==> src/rtl/rxf_pkg.sv <==
package rxf_pkg;

   typedef enum logic {
      CMP_SERIAL   = 1'b0,
      CMP_PARALLEL = 1'b1
   } cmp_style_e;

   typedef struct packed {
      logic promisc;
      logic no_phys;
      logic no_bcast;
      logic rx_en;
   } rxf_cfg_t;

   typedef struct packed {
      logic phys;
      logic bcast;
      logic group;
   } addr_class_t;

endpackage

==> src/rtl/rxf_addr_cmp.sv <==
module rxf_addr_cmp
   import rxf_pkg::*;
#(
   parameter int         ADDR_BYTES = 6,
   parameter int         BYTE_W     = 8,
   parameter cmp_style_e STYLE      = CMP_SERIAL,
   localparam int        ADDR_W     = ADDR_BYTES * BYTE_W,
   localparam int        CNT_W      = $clog2(ADDR_BYTES + 1)
) (
   input  logic              clk,
   input  logic              rst_n,
   input  logic              frame_start,
   input  logic              byte_vld,
   input  logic [BYTE_W-1:0] byte_in,
   input  logic [ADDR_W-1:0] station,
   output logic              last_byte,
   output addr_class_t       cls
);

   localparam logic [CNT_W-1:0] IDLE     = CNT_W'(ADDR_BYTES);
   localparam logic [CNT_W-1:0] LAST_IDX = CNT_W'(ADDR_BYTES - 1);

   logic [CNT_W-1:0] cnt;
   logic             taking;

   assign taking    = byte_vld && !frame_start && (cnt < IDLE);
   assign last_byte = taking && (cnt == LAST_IDX);

   always_ff @(posedge clk or negedge rst_n) begin
      if (!rst_n)            cnt <= IDLE;
      else if (frame_start)  cnt <= '0;
      else if (taking)       cnt <= cnt + CNT_W'(1);
   end

   generate
      if (STYLE == CMP_SERIAL) begin : g_serial
         logic [BYTE_W-1:0] st_b [ADDR_BYTES];
         logic [BYTE_W-1:0] st_cur;
         logic              phys_run, bcast_run, grp_q;

         for (genvar i = 0; i < ADDR_BYTES; i++) begin : g_split
            assign st_b[i] = station[i*BYTE_W +: BYTE_W];
         end

         always_comb begin
            st_cur = '0;
            for (int k = 0; k < ADDR_BYTES; k++)
               if (cnt == CNT_W'(k)) st_cur = st_b[k];
         end

         always_ff @(posedge clk or negedge rst_n) begin
            if (!rst_n) begin
               phys_run  <= 1'b0;
               bcast_run <= 1'b0;
               grp_q     <= 1'b0;
            end else if (frame_start) begin
               phys_run  <= 1'b1;
               bcast_run <= 1'b1;
            end else if (taking) begin
               phys_run  <= phys_run  && (byte_in == st_cur);
               bcast_run <= bcast_run && (&byte_in);
               if (cnt == '0) grp_q <= byte_in[0];
            end
         end

         assign cls.phys  = phys_run  && (byte_in == st_cur);
         assign cls.bcast = bcast_run && (&byte_in);
         assign cls.group = (cnt == '0) ? byte_in[0] : grp_q;
      end else begin : g_parallel
         logic [ADDR_W-1:0] sr;
         logic [ADDR_W-1:0] full;

         always_ff @(posedge clk or negedge rst_n) begin
            if (!rst_n)      sr <= '0;
            else if (taking) sr <= {byte_in, sr[ADDR_W-1:BYTE_W]};
         end

         assign full      = {byte_in, sr[ADDR_W-1:BYTE_W]};
         assign cls.phys  = (full == station);
         assign cls.bcast = &full;
         assign cls.group = full[0];
      end
   endgenerate


   cnt_range_chk: assert property (@(posedge clk) disable iff (!rst_n)
      cnt <= IDLE);


   one_last_chk: assert property (@(posedge clk) disable iff (!rst_n)
      last_byte |=> !last_byte);

endmodule

==> src/rtl/rxf_rx_gate.sv <==
module rxf_rx_gate (
   input  logic clk,
   input  logic rst_n,
   input  logic frame_start,
   input  logic frame_end,
   input  logic rx_en,
   output logic frame_active,
   output logic missed_pulse
);

   always_ff @(posedge clk or negedge rst_n) begin
      if (!rst_n) begin
         frame_active <= 1'b0;
         missed_pulse <= 1'b0;
      end else if (frame_start) begin
         frame_active <= rx_en;
         missed_pulse <= !rx_en;
      end else begin
         missed_pulse <= 1'b0;
         if (frame_end) frame_active <= 1'b0;
      end
   end


   missed_src_chk: assert property (@(posedge clk) disable iff (!rst_n)
      missed_pulse |-> ($past(frame_start) && !$past(rx_en)));


   missed_idle_chk: assert property (@(posedge clk) disable iff (!rst_n)
      missed_pulse |-> !frame_active);


   hold_active_chk: assert property (@(posedge clk) disable iff (!rst_n)
      (frame_active && !frame_start && !frame_end) |=> frame_active);

endmodule

==> src/rtl/rxf_decide.sv <==
module rxf_decide
   import rxf_pkg::*;
(
   input  logic        clk,
   input  logic        rst_n,
   input  logic        last_byte,
   input  logic        frame_active,
   input  addr_class_t cls,
   input  rxf_cfg_t    cfg,
   input  logic        hash_hit,
   output logic        dec_vld,
   output logic        dec_accept
);

   logic take_now, accept_c, mcast_ok;

   assign take_now = last_byte && frame_active;
   assign mcast_ok = cls.group && !cls.bcast && hash_hit;
   assign accept_c = cfg.promisc
                   | (cls.phys  && !cfg.no_phys)
                   | (cls.bcast && !cfg.no_bcast)
                   | mcast_ok;

   always_ff @(posedge clk or negedge rst_n) begin
      if (!rst_n) begin
         dec_vld    <= 1'b0;
         dec_accept <= 1'b0;
      end else begin
         dec_vld    <= take_now;
         dec_accept <= take_now && accept_c;
      end
   end


   acc_in_vld_chk: assert property (@(posedge clk) disable iff (!rst_n)
      dec_accept |-> dec_vld);


   vld_pulse_chk: assert property (@(posedge clk) disable iff (!rst_n)
      dec_vld |=> !dec_vld);


   promisc_chk: assert property (@(posedge clk) disable iff (!rst_n)
      (dec_vld && $past(cfg.promisc)) |-> dec_accept);


   bcast_block_chk: assert property (@(posedge clk) disable iff (!rst_n)
      (dec_vld && $past(cls.bcast && cfg.no_bcast && !cfg.promisc)) |-> !dec_accept);


   gated_vld_chk: assert property (@(posedge clk) disable iff (!rst_n)
      dec_vld |-> $past(frame_active));

endmodule

==> src/rtl/rxf_addr_filter.sv <==
module rxf_addr_filter
   import rxf_pkg::*;
#(
   parameter int         ADDR_BYTES = 6,
   parameter int         BYTE_W     = 8,
   parameter cmp_style_e STYLE      = CMP_SERIAL,
   localparam int        ADDR_W     = ADDR_BYTES * BYTE_W
) (
   input  logic              clk,
   input  logic              rst_n,
   input  logic              rx_sof,
   input  logic              rx_eof,
   input  logic              rx_vld,
   input  logic [BYTE_W-1:0] rx_byte,
   input  logic [ADDR_W-1:0] station_addr,
   input  logic              hash_hit,
   input  logic              cfg_promisc,
   input  logic              cfg_no_phys,
   input  logic              cfg_no_bcast,
   input  logic              cfg_rx_en,
   output logic              dec_vld,
   output logic              dec_accept,
   output logic              missed_pulse
);

   initial begin
      assert (ADDR_BYTES >= 2)
         else $error("rxf_addr_filter: ADDR_BYTES must be at least 2");
      assert (BYTE_W >= 1)
         else $error("rxf_addr_filter: BYTE_W must be positive");
   end

   rxf_cfg_t    cfg;
   addr_class_t cls;
   logic        last_byte, frame_active;

   assign cfg = '{promisc: cfg_promisc, no_phys: cfg_no_phys,
                  no_bcast: cfg_no_bcast, rx_en: cfg_rx_en};

   rxf_addr_cmp #(
      .ADDR_BYTES (ADDR_BYTES),
      .BYTE_W     (BYTE_W),
      .STYLE      (STYLE)
   ) u_cmp (
      .clk         (clk),
      .rst_n       (rst_n),
      .frame_start (rx_sof),
      .byte_vld    (rx_vld),
      .byte_in     (rx_byte),
      .station     (station_addr),
      .last_byte   (last_byte),
      .cls         (cls)
   );

   rxf_rx_gate u_gate (
      .clk          (clk),
      .rst_n        (rst_n),
      .frame_start  (rx_sof),
      .frame_end    (rx_eof),
      .rx_en        (cfg.rx_en),
      .frame_active (frame_active),
      .missed_pulse (missed_pulse)
   );

   rxf_decide u_dec (
      .clk          (clk),
      .rst_n        (rst_n),
      .last_byte    (last_byte),
      .frame_active (frame_active),
      .cls          (cls),
      .cfg          (cfg),
      .hash_hit     (hash_hit),
      .dec_vld      (dec_vld),
      .dec_accept   (dec_accept)
   );


   rst_quiet_chk: assert property (@(posedge clk)
      !rst_n |=> (!dec_vld && !missed_pulse));

endmodule

==> config.mk <==
export PLATFORM = sky130hd
export DESIGN_NAME = rxf_addr_filter
export DESIGN_NICKNAME = d
export VERILOG_FILES = /design/src/rtl/rxf_pkg.sv /design/src/rtl/rxf_addr_cmp.sv /design/src/rtl/rxf_rx_gate.sv /design/src/rtl/rxf_decide.sv /design/src/rtl/rxf_addr_filter.sv
export SDC_FILE = /design/constraint.sdc
export NUM_CORES = 1
export LEC_CHECK = 0
export ABC_AREA = 1
export ABC_CLOCK_PERIOD_IN_PS = 2480
export BUFFER_PORTS_ARGS = -buffer_cell sky130_fd_sc_hd__buf_2
export CAP_MARGIN = 20
export CELL_PAD_IN_SITES_DETAIL_PLACEMENT = 0
export CELL_PAD_IN_SITES_GLOBAL_PLACEMENT = 1
export CORE_MARGIN = 2
export CORE_UTILIZATION = 29
export CTS_BUF_LIST = sky130_fd_sc_hd__clkbuf_4 sky130_fd_sc_hd__clkbuf_8
export DETAILED_ROUTE_END_ITERATION = 7
export HOLD_SLACK_MARGIN = 0.15
export PLACE_DENSITY_LB_ADDON = 0.1
export SLEW_MARGIN = 20
export SYNTH_ARGS = -nofsm -noshare
export SYNTH_HDL_FRONTEND = slang
export SYNTH_SLANG_ARGS = --single-unit
==> constraint.sdc <==
create_clock -name clk -period 2.48 [get_ports clk]
set_input_delay 0.372 -clock clk [delete_from_list [all_inputs] [get_ports clk]]
set_output_delay 0.372 -clock clk [all_outputs]
set_load 0.005 [all_outputs]
# [Yosys cells after proc, flatten, opt, wreduce, memory -nomap -nowiden]
# Index checks and enable logic that the tools add are counted.
[totals] out_inout_bits=3 regBits=10 input_bits=66 wordCells=57
[classes] eq_ne=6 order_cmp=1 n_reduce_logical=21 bitwise=4 add_sub_neg=1 muxes=16
[ops] operator="8-bit 2-to-1 mux" n=6
[ops] operator="1-bit logical AND" n=11
[ops] operator="8-bit == test" n=1
[ops] operator="1-bit 2-to-1 mux" n=8
[ops] operator="8-bit AND reduction" n=1
[ops] operator="3-bit by 2-bit == test with 1-bit output (second input constant)" n=2
[ops] operator="3-bit == test (second input constant)" n=2
[ops] operator="3-bit 2-to-1 mux" n=2
[ops] operator="1-bit logical NOT" n=5
[ops] operator="2-bit nonzero test" n=2
[ops] operator="3-bit by 1-bit adder with 3-bit output (second input constant)" n=1
[ops] operator="3-bit by 1-bit == test with 1-bit output (second input constant)" n=1
[ops] operator="3-bit logical NOT" n=1
[ops] operator="3-bit less-than comparator (second input constant)" n=1
[ops] operator="1-bit OR" n=3
[ops] operator="2-bit AND reduction" n=1
[ops] operator="1-bit NOT" n=1

# [Depth between registers and ports, before layout]
[depth] depth_word=14 depth_mapped=18 depth_no_buf=18

# [By module]
# A second synthesis with hierarchy kept.
[unflattened] hier_cells=249 hier_area_um2=1303.8
[by_module_without_submodules] mod="rxf_addr_cmp" instances=1 seq_area_each_um2=152.6 area_each_um2=1134.8 cells_each=227
[by_module_without_submodules] mod="rxf_decide" instances=1 seq_area_each_um2=50.0 area_each_um2=96.3 cells_each=14
[by_module_without_submodules] mod="rxf_rx_gate" instances=1 seq_area_each_um2=50.0 area_each_um2=72.6 cells_each=8

# [Worst setup path before layout]
# No wires, ideal clock.
[synth_path] path_type="flip-flop to flip-flop" from="register u_cmp.cnt[1]" to="register u_dec.dec_accept" required_ns=2.403 arrival_time_ns=1.983 path_slack_ns=0.420 n_path_buf=0 synth_period_minus_slack_ns=2.060 stages_incl_launch_ff=16 path_cell_list="dfstp_2 inv_1 ha_1 nand2_1 clkinv_1 nor2_1 nand2_1 nand2_1 nand2_1 nand2_1 nand2_1 nor2_1 nand2_1 nor2_2 nand3_1 a21oi_1"
[synth_via] elab_chain_cells=14 elab_cells_between_ends=26 cone_classes="order compare (1); eq/ne (6); mux (7); bitwise (3); reduce/logical (9)"
[synth_lines] item="from (decl)" line_no="rxf_addr_cmp.sv:23" source="logic [CNT_W-1:0] cnt;"
[synth_lines] item="from (signal assigned)" line_no="rxf_addr_cmp.sv:32" source="else if (taking) cnt <= cnt + CNT_W'(1);"
[synth_lines] item="3-bit logical NOT" line_no="rxf_addr_cmp.sv:48, rxf_addr_cmp.sv:68"
[synth_lines] item="8-bit 2-to-1 mux (6 in series)" line_no="rxf_addr_cmp.sv:48" source="if (cnt == CNT_W'(k)) st_cur = st_b[k];"
[synth_lines] item="8-bit == test" line_no="rxf_addr_cmp.sv:66" source="assign cls.phys = phys_run && (byte_in == st_cur);"
[synth_lines] item="1-bit logical AND" line_no="rxf_addr_cmp.sv:66"
[synth_lines] item="1-bit logical AND" line_no="rxf_decide.sv:20" source="| (cls.phys && !cfg.no_phys)"
[synth_lines] item="1-bit OR" line_no="rxf_decide.sv:20"
[synth_lines] item="1-bit OR" line_no="rxf_decide.sv:21" source="| (cls.bcast && !cfg.no_bcast)"
[synth_lines] item="1-bit OR" line_no="rxf_decide.sv:22" source="| mcast_ok;"
[synth_lines] item="1-bit logical AND (*)" line_no="rxf_decide.sv:30" source="dec_accept <= take_now && accept_c;"
[synth_lines] item="to (signal assigned)" line_no="rxf_decide.sv:30"
[synth_lines] item="to (decl)" line_no="rxf_decide.sv:12" source="output logic dec_accept"
# Mark *: on every way between the ends. The rest lies on a longest branch, timed or not.
# A chain may end at the register's enable or synchronous reset.

# [Worst setup path in the final report]
# Ends and elaborated chain as after synthesis.

==> flow_summary.ini <==
[yosys]
yosys_warnings = 0
synth.avg_cell_area_um2 = 5.41
yosys.area.top_type_share_pct = 32.3
synthTopCellsByArea = nand2_1 (32%), dfrtp_1 (16%), inv_1 (10%)
syn_area_um2 = 1260
ys_ff_latch = 10
synth_cell_type_count = 22
seq_area_frac_synth_pct = 20.0
synth_top_area_cell = nand2_1
syn_nets = 305
syn_inst = 234

[sta]
tightest_slew_ps = 295
clock_skew_ps = 6.58
setup_viol = 0
timing.final.crit_period_ps = 2240
fin_ws_ps = 244
period_share_pct = 90.2
finalMaxSlewViolations = 0
timing.slew.headroom_pct = 80.2
fmax_mhz = 447
hold_viol = 0
timing.hold.ws_ps = 292

[drt]
detail_route.iter0.violations = 77
vias_per_cell = 4.39
wl_per_cell_um = 10.7
via_count = 1603
drt_wl_total_um = 3900
dr.pass1.iters = 4
ant_nets = 0
drc_errors = 0

[worst_setup_path]
crit_chain = ha_1, ha_2, clkinvlp_4, o21ai_1, inv_1, nand2_1, nand2_1, nand2_1, nand2_1, nand2_1, nand2_1, nand2_1, nand2_1, nor2_2, nand3_1, a21oi_2
crit_path_top_delay_cell = dfstp_2
endpoint_kind = register
crit_family = simple AND/OR/NAND/NOR gates
critPathBufInv = 2
crit_type = register to register
cpPeakStageDelay_ps = 580
startpoint_type = register
cp_common_cell = nand2_1
cp.required_ps = 2640
critical_path.max_fanout = 8
crit_arrival_ps = 2400

[layout]
antenna_cells = 0
stdcell_count = 365
drive_above_1_share_pct = 34.5
fin_nets = 385
area_delta_synth_final_pct = 44.7

[clock_tree]
insertion_delay_ps = 240
h-tree-depth = 1
cts_buffers = 3
cts.sinks = 10
clk_pin_slew_ps = 50
cts_tree = yes
cts_root_buf = clkbuf_8
cts_buffer_depth = 2

[place]
post-place-ws_ps = 188
gp_congestion = 0.830
hpwl_um = 3250
port_buffers = 68
post-place-cells = 356

[min_path]
hold_path_class = primary input to register

[global_routing]
grt_max_degree = 18
groute.usage.overall_pct = 16.4
overflow = 0
grt_pass1_wl_um = 6580
grt_pass1_vias = 1530
antenna_found_initial = 0

[outcome]
status = complete, no violations

[floorplanning]
coreArea_um2 = 4260
dieHeight_um = 70.0
io_pins = 69
die_x_um = 70.0
start_util_pct = 29.7
row_count = 24
die_area_um2 = 4910

[power_and_ir_drop]
power.density_nw_per_um2 = 416
power_mw = 0.761
ir_drop_v = 0.000259
p_leak_nw = 1.10

[job]
max_cap_violations = 0
cell usage in the layout (no fill, tap or decap):
cell / n
buf_4: 8
dfrtp_1: 8
nand2_2: 2
nor4b_1: 1
nor2_1: 10
a311oi_1: 1
nand4_1: 1
clkinvlp_4: 2
dfstp_2: 2
ha_2: 3
clkbuf_8: 4
nand2_1: 108
inv_1: 34
nor2_4: 1
o22ai_1: 1
or2_2: 9
o21ai_0: 5
nand3_1: 24
ha_4: 1
dlygate4sd3_1: 1
o21ai_1: 2
buf_12: 1
buf_2: 68
a21oi_1: 3
nand3b_1: 5
nor2_2: 4
ha_1: 1
inv_2: 2
a21oi_2: 1
power by group:
part           total [mW]  switching (mW)  internal [mW]
logic               0.369           0.214          0.155
clock network       0.204          0.0640          0.140
registers           0.189          0.0103          0.179
kinds of logic (layout without fill, tap and decap cells):
kind of cell / after synthesis / after routing / synth area share (%)
adder cells (fa/ha/maj): 5 / 5 / 4.95
buffers and inverters: 41 / 120 / 13.4
AO/OA/AOI/OAI: 13 / 13 / 5.54
AND/OR/NAND/NOR: 165 / 165 / 56.2
flip-flops: 10 / 10 / 20.0
cell type report:
cell class	instances	area (um2)
flip-flops and latches	10	253
well taps	52	65.1
inverters	38	150
clock buffers	4	55.1
repair buffers	78	430
fillers	489	2430
multi-input cells	183	877
sequential cells by signal, indices dropped and copies added (netlist names):
name and count:
u_cmp.g_serial.grp_q 1, u_gate.missed_pulse 1, u_dec.dec_vld 1, u_dec.dec_accept 1
u_cmp.g_serial.bcast_run 1, u_cmp.g_serial.phys_run 1, u_gate.frame_active 1, u_cmp.cnt 3
worst paths after layout:
check / cells after the start / slack [ps] / startpoint / to
max: 16 / 240 / u_cmp.cnt[1]$_DFFE_PN1P_ / u_dec.dec_accept$_DFF_PN0_
min: 2 / 290 / cfg_rx_en / u_gate.missed_pulse$_DFF_PN0_
max reg2reg: 16 / 240 / u_cmp.cnt[1]$_DFFE_PN1P_ / u_dec.dec_accept$_DFF_PN0_
min reg2reg: 2 / 480 / u_cmp.g_serial.grp_q$_DFFE_PN0P_ / u_cmp.g_serial.grp_q$_DFFE_PN0P_
max in group asynchronous: 2 / 1710 / rst_n / u_cmp.cnt[2]$_DFFE_PN1P_
min in group asynchronous: 2 / 520 / rst_n / u_gate.missed_pulse$_DFF_PN0_
synth_stat cells:
library cell / instances
o21ai_0: 7
buf_6: 1
dfstp_2: 2
nand4_1: 1
dfrtp_1: 8
inv_2: 1
buf_4: 2
ha_1: 5
or2_2: 9
clkinv_1: 2
nor2_1: 13
nand3_1: 24
a311oi_1: 1
nor2_4: 1
nand2_2: 1
nor2_2: 1
nand3b_1: 5
o22ai_1: 1
a21oi_1: 4
nor4b_1: 1
nand2_1: 109
inv_1: 35
per-layer routing:
| metal | GRT usage, % | vias to the layer above | wire length (um) |
|---|---|---|---|
| li1 | - | 874 | - |
| met1 | 21.7 | 690 | 1860 |
| met2 | 27.6 | 32 | 1830 |
| met3 | 2.02 | 7 | 152 |
| met4 | 5.13 | 0 | 55 |
| met5 | 0 | - | 0 |
repair_timing:
| action | CTS | global route |
|---|---|---|
| buffers inserted | 0 | 4 |
| endpoints found under the hold margin | 8 | 0 |
| setup endpoints to repair | 0 | 2 |
| hold buffers | 1 | 0 |
| gates resized for setup | 0 | 15 |
per-stage QoR:
stage / setup TNS [ps] / cell area, um2 / utilization [%]
global placement: 0 / 1680 / 39.4
finish: 0 / 1830 / 42.9
CTS: 0 / 1750 / 41.0
floorplan: 0 / 1260 / -
detailed placement: 0 / 1680 / 39.4
global route: -21.7 / 1830 / 42.9
worst register-to-register path: stages (launching register included):
cell	delay (ps)
dfstp_2	580
ha_1	160
ha_2	200
clkinvlp_4	190
o21ai_1	120
inv_1	40
nand2_1	60
nand2_1	60
nand2_1	60
nand2_1	80
nand2_1	70
nand2_1	40
nand2_1	50
nand2_1	60
nor2_2	170
nand3_1	110
a21oi_2	110
No activity file was read; power rests on OpenSTA's default activity.
